==> src/rtl/irqagg_pkg.sv <==
// Shared constants for the interrupt aggregator: register width, address
// width and the byte offsets of the mapped registers.
package irqagg_pkg;
    localparam int unsigned REG_W  = 16;
    localparam int unsigned ADDR_W = 8;
    localparam logic [ADDR_W-1:0] OFS_PEND = 8'h16;
    localparam logic [ADDR_W-1:0] OFS_LIVE = 8'h18;
    localparam logic [ADDR_W-1:0] OFS_MSET = 8'h1A;
    localparam logic [ADDR_W-1:0] OFS_MCLR = 8'h1C;
endpackage

==> src/rtl/irqagg_sync.sv <==
// Two-flop synchroniser, one chain per request line.
// Assumes the inputs are asynchronous levels that stay stable for more than
// one clock period. Output latency is two clock edges.
module irqagg_sync #(
    parameter int unsigned W = 16
) (
    input  logic         clk,
    input  logic         rst_n,
    input  logic [W-1:0] async_i,
    output logic [W-1:0] sync_o
);
    logic [W-1:0] meta_q;
    logic [W-1:0] sync_q;

    // Move the raw levels through two flops per line.
    always_ff @(posedge clk) begin
        if (!rst_n) begin
            meta_q <= '0;
            sync_q <= '0;
        end else begin
            meta_q <= async_i;
            sync_q <= meta_q;
        end
    end

    assign sync_o = sync_q;
endmodule

==> src/rtl/irqagg_latch.sv <==
// Rising-edge detector and pending-status register.
// Assumes level_i is already synchronous. An edge sets its bit and wins over
// a write-one-to-clear of the same bit at the same clock edge.
module irqagg_latch #(
    parameter int unsigned W = 16
) (
    input  logic         clk,
    input  logic         rst_n,
    input  logic [W-1:0] level_i,
    input  logic [W-1:0] clr_i,
    output logic [W-1:0] pend_o
);
    logic [W-1:0] prev_q;
    logic [W-1:0] pend_q;
    logic [W-1:0] rise;

    assign rise = level_i & ~prev_q;

    // Remember last cycle's level for edge detection.
    always_ff @(posedge clk) begin
        if (!rst_n) prev_q <= '0;
        else        prev_q <= level_i;
    end

    // Update every pending bit; a set has priority over a clear.
    for (genvar i = 0; i < W; i++) begin : g_bit
        always_ff @(posedge clk) begin
            if (!rst_n)       pend_q[i] <= 1'b0;
            else if (rise[i]) pend_q[i] <= 1'b1;
            else if (clr_i[i]) pend_q[i] <= 1'b0;
        end
    end

    assign pend_o = pend_q;


    edge_wins_chk: assert property (@(posedge clk) disable iff (!rst_n)
        (rise != '0) |=> ((pend_q & $past(rise)) == $past(rise)));


    clear_only_by_write_chk: assert property (@(posedge clk) disable iff (!rst_n)
        ((~pend_q & $past(pend_q) & ~$past(clr_i)) == '0));
endmodule

==> src/rtl/irqagg_mask.sv <==
// Enable mask with write-one-to-set and write-one-to-clear access.
// Assumes set_i and clr_i come from different addresses. If both hit the same
// bit at one edge, the clear wins.
module irqagg_mask #(
    parameter int unsigned W = 16
) (
    input  logic         clk,
    input  logic         rst_n,
    input  logic [W-1:0] set_i,
    input  logic [W-1:0] clr_i,
    output logic [W-1:0] mask_o
);
    logic [W-1:0] mask_q;

    // Apply the set and clear commands bit by bit.
    always_ff @(posedge clk) begin
        if (!rst_n) mask_q <= '0;
        else        mask_q <= (mask_q | set_i) & ~clr_i;
    end

    assign mask_o = mask_q;


    mask_rise_chk: assert property (@(posedge clk) disable iff (!rst_n)
        ((mask_q & ~$past(mask_q) & ~$past(set_i)) == '0));


    mask_fall_chk: assert property (@(posedge clk) disable iff (!rst_n)
        ((~mask_q & $past(mask_q) & ~$past(clr_i)) == '0));
endmodule

==> src/rtl/irqagg_top.sv <==
// Interrupt aggregator top: register decode, read mux and combined output.
// Assumes a simple synchronous port: a write takes effect at the clock edge
// where wr_en is high, and rdata follows addr combinationally.
module irqagg_top
    import irqagg_pkg::*;
(
    input  logic              clk,
    input  logic              rst_n,
    input  logic [REG_W-1:0]  src_in,
    input  logic              wr_en,
    input  logic [ADDR_W-1:0] addr,
    input  logic [REG_W-1:0]  wdata,
    output logic [REG_W-1:0]  rdata,
    output logic              irq_out
);
    logic [REG_W-1:0] live;
    logic [REG_W-1:0] pend;
    logic [REG_W-1:0] mask;
    logic [REG_W-1:0] pend_clr;
    logic [REG_W-1:0] mask_set;
    logic [REG_W-1:0] mask_clr;

    // Turn a write into per-bit commands for the addressed register.
    always_comb begin
        pend_clr = '0;
        mask_set = '0;
        mask_clr = '0;
        if (wr_en) begin
            unique case (addr)
                OFS_PEND: pend_clr = wdata;
                OFS_MSET: mask_set = wdata;
                OFS_MCLR: mask_clr = wdata;
                default:  ;
            endcase
        end
    end

    irqagg_sync #(.W(REG_W)) sync_i (
        .clk(clk), .rst_n(rst_n), .async_i(src_in), .sync_o(live)
    );

    irqagg_latch #(.W(REG_W)) latch_i (
        .clk(clk), .rst_n(rst_n), .level_i(live), .clr_i(pend_clr), .pend_o(pend)
    );

    irqagg_mask #(.W(REG_W)) mask_i (
        .clk(clk), .rst_n(rst_n), .set_i(mask_set), .clr_i(mask_clr), .mask_o(mask)
    );

    // Select the read data for the current address.
    always_comb begin
        unique case (addr)
            OFS_PEND: rdata = pend;
            OFS_LIVE: rdata = live;
            OFS_MSET: rdata = mask;
            default:  rdata = '0;
        endcase
    end

    assign irq_out = |(pend & mask);


    irq_hold_chk: assert property (@(posedge clk) disable iff (!rst_n)
        (irq_out && !wr_en) |=> irq_out);


    unmapped_read_chk: assert property (@(posedge clk) disable iff (!rst_n)
        (addr != OFS_PEND && addr != OFS_LIVE && addr != OFS_MSET) |-> (rdata == '0));


    reset_quiet_chk: assert property (@(posedge clk)
        !rst_n |=> (!irq_out && pend == '0 && mask == '0));
endmodule

==> config.mk <==
export PLATFORM = sky130hd
export DESIGN_NAME = irqagg_top
export DESIGN_NICKNAME = d
export VERILOG_FILES = /design/src/rtl/irqagg_pkg.sv /design/src/rtl/irqagg_sync.sv /design/src/rtl/irqagg_latch.sv /design/src/rtl/irqagg_mask.sv /design/src/rtl/irqagg_top.sv
export SDC_FILE = /design/constraint.sdc
export NUM_CORES = 1
export LEC_CHECK = 0
export CAP_MARGIN = 5
export CORE_MARGIN = 1
export CORE_UTILIZATION = 51
export DETAILED_ROUTE_END_ITERATION = 7
export PLACE_DENSITY = 0.79
export RECOVER_POWER = 25
export SETUP_SLACK_MARGIN = 0.15
export SYNTH_ARGS = -nofsm -noshare
export SYNTH_HDL_FRONTEND = slang
export SYNTH_SLANG_ARGS = --single-unit
==> constraint.sdc <==
create_clock -name clk -period 5.5 [get_ports clk]
set_input_delay 1.65 -clock clk [delete_from_list [all_inputs] [get_ports clk]]
set_output_delay 1.65 -clock clk [all_outputs]
set_load 0.01 [all_outputs]
==> impl_metrics.tcl <==
set metrics [dict create \
    fin_area_mm2 0.00396 \
    htree_levels 3 \
    rsz0062_at_grt "yes" \
    avgSynthCellArea_um2 9.99 \
    antenna_found_initial 0 \
    worstSetupEndpointType "primary output" \
    rr_startpoint "sync_i.sync_o[4]" \
    fmax_mhz 187 \
    reg2reg_setup_slack_ns 4.62 \
    cts_buffers 9 \
    hold_violations 0 \
    min_period_over_period_pct 97.2 \
    clk_latency_ns 0.34 \
    async_flop_share_pct 0 \
    initial_core_util_pct 52.7 \
    reg2reg_depth 3 \
    yosysWarningCount 0 \
    ys_types 24 \
    cts_tree "built" \
    worstPathCellList "clkdlybuf4s50_1 > or4_4 > or4b_4 > buf_4 > o2bb2ai_2 > clkdlybuf4s15_2" \
    gp_congestion 0.839 \
    track_usage_pct 23.1 \
    fin_crit_ns 5.35 \
    ant_nets 0 \
    hold_depth 1 \
    cp_slowest_stage_delay_ns 0.54 \
    drv_slew 53 \
    wirelength_um 7060 \
    die_w_um 80.2 \
    path_delay_family "simple AND/OR/NAND/NOR gates" \
    netlist_instances 312 \
    p_leak_nw 1.48 \
    layout-drive-gt1-share_pct 15.2 \
    viasPerCell 5.56 \
    synth_fp_nets 355 \
    ir_worst_vdd_mv 0.176 \
    seq_area_frac_synth_pct 51.4 \
    cts_buffer_depth 2 \
    nets 414 \
    wl_per_cell_um 15.7 \
    ys.flop_type "dfxtp_1" \
    hold_buffers 0 \
    crit_buf_inv 3 \
    dp_hpwl_um 4660 \
    cp.required_ns 3.85 \
    clock_sinks 80 \
    power_density_mw_per_mm2 283 \
    hold_path_class "flop to flop" \
    syn_area_mm2 0.00312 \
    slew_headroom_pct -28.8 \
    grt_max_degree 53 \
    finalSetupViolations 0 \
    grt_pass1_wl_um 11300 \
    path_clk_slew_ns 0.08 \
    cp_slowest_cell "or4b_4" \
    ys_seq_elements 80 \
    synth-edff-count 0 \
    die_h_um 80.2 \
    grt_pass1_vias 2395 \
    area_growth_pct 27.1 \
    row_count 28 \
    drcViolationCount 1 \
    path_class "primary input to primary output" \
    timing.rr.end "latch_i.pend_o[4]" \
    crit_end "rdata[0]" \
    die_area_mm2 0.00643 \
    n_antenna_cell 0 \
    failed_checks "DRC, capacitance limit, slew limit" \
    drt_iter0_markers 113 \
    cap_violations 1 \
    via_count 2508 \
    outcome "finished with violations" \
    portBuffers 59 \
    startpoint_type "primary input" \
    root_buffer "clkbuf_8" \
    core_area_mm2 0.00592 \
    firstDrtPassIters 6 \
    holdWs_ns 0.436 \
    grt.overflow.total 0 \
    worst_pin_slew_ns 1.93 \
    crit_fanout 4 \
    stdcell_count 451 \
    arrival_ns 3.70 \
    critical_path.startpoint "addr[7]" \
    skew_ns 0.00681 \
    post_dp_cell_area_mm2 0.00378 \
    cp.depth 6 \
    place_inst 432 \
    io_pins 60 \
]
placed cells by master, fill, tap and decap left out:
master	count
dfxtp_1	80
clkdlybuf4s50_1	42
and2_1	35
nand2_1	33
inv_1	17
mux2i_1	16
nor3_1	16
a32oi_1	16
o21ai_0	15
o2bb2ai_1	13
and2_0	13
clkbuf_2	12
o221a_1	10
clkbuf_8	10
buf_4	7
o221a_2	6
a22o_1	4
a221oi_1	4
clkinvlp_4	4
o2bb2ai_2	3
buf_2	3
or4_4	2
clkbuf_1	2
buf_6	2
buf_12	2
nor4b_4	1
or4b_4	1
nand4_1	1
nand4b_1	1
o21ai_1	1
inv_6	1
clkinv_2	1
clkbuf_16	1
clkdlybuf4s15_2	1
how the worst min path moves through the flow:
| stage | startpoint | to | slack, ns |
|---|---|---|---|
| 2_1_floorplan | sync_i.meta_q[0] | sync_i.sync_o[0] | 0.41 |
| 3_3_place_gp | sync_i.meta_q[11] | sync_i.sync_o[11] | 0.41 |
| 3_5_place_dp | sync_i.meta_q[13] | sync_i.sync_o[13] | 0.42 |
| 4_1_cts | sync_i.meta_q[13] | sync_i.sync_o[13] | 0.43 |
| 5_1_grt | sync_i.meta_q[10] | sync_i.sync_o[10] | 0.45 |
| 6_report | sync_i.meta_q[13] | sync_i.sync_o[13] | 0.44 |
cells by family after synthesis:
logic type / after synthesis / synth area share, %
simple gates: 103 / 18.2
flops: 80 / 51.4
compound gates: 72 / 19.6
buf+inv: 41 / 5.74
mux: 16 / 5.14
cells in the mapped netlist, drive strengths merged (2+ instances only):
cell type   n  area share, %
a221oi      4            1.1
a22o        4            1.1
a32oi      16            4.5
and2       48            9.6
buf         5            1.4
clkbuf     19            2.3
dfxtp      80             51
inv        17            2.0
mux2i      16            5.1
nand2      33            4.0
nor3       16            2.6
o21ai      16            2.6
o221a      16            5.8
o2bb2ai    16            4.5
or4         2           0.72
area by class of cell:
type                    count  area (µm²)
multi-input cells         191        1370
repair buffers             72         654
inverters                  17        63.8
clock inverters             6        43.8
well taps                  75        93.8
clock buffers              10         138
flip-flops and latches     80        1600
fillers                   491        1960
metal layers:
| metal | vias up | share of wire [%] | global-route usage [%] | wire (µm) |
|---|---|---|---|---|
| li1 | 1235 | - | - | - |
| met1 | 1182 | 46 | 28.8 | 3230 |
| met2 | 76 | 47 | 39.5 | 3330 |
| met3 | 15 | 4.8 | 3.86 | 339 |
| met4 | 0 | 2.2 | 9.29 | 153 |
| met5 | - | 0 | 0 | 0 |
sequential cells by signal, summed over array words and instances (netlist names):
signal / cells
mask_i.mask_o: 16
latch_i.prev_q: 16
latch_i.pend_o: 16
sync_i.meta_q: 16
sync_i.sync_o: 16
report_power, final:
group	leakage, nW	switching (mW)	internal [mW]
logic	0.744	0.0419	0.0519
clock network	0.0809	0.210	0.177
registers	0.657	0.0281	0.613
total	1.48	0.280	0.842
per-stage QoR:
step | setup WS [ns] | setup TNS [ns] | power [mW] | utilization, %
4_1_cts | 0.119 | 0 | 1.13 | 67.0
3_5_place_dp | -0.198 | -2.87 | 0.747 | 63.8
2_1_floorplan | 0.503 | 0 | 0.696 | -
6_report | 0.152 | 0 | 1.12 | 66.9
5_1_grt | 0.103 | 0 | 1.17 | 66.9
3_3_place_gp | -0.194 | -2.67 | 0.743 | 63.8
what timing repair did:
| action | 4_1_cts | 5_1_grt |
|---|---|---|
| buffers inserted | 0 | 2 |
| cloned | 0 | 1 |
| endpoints found under the setup margin | 16 | 16 |
| resized for setup | 34 | 23 |
| pin swaps | 0 | 1 |
Power figures use the tool's default switching activity.
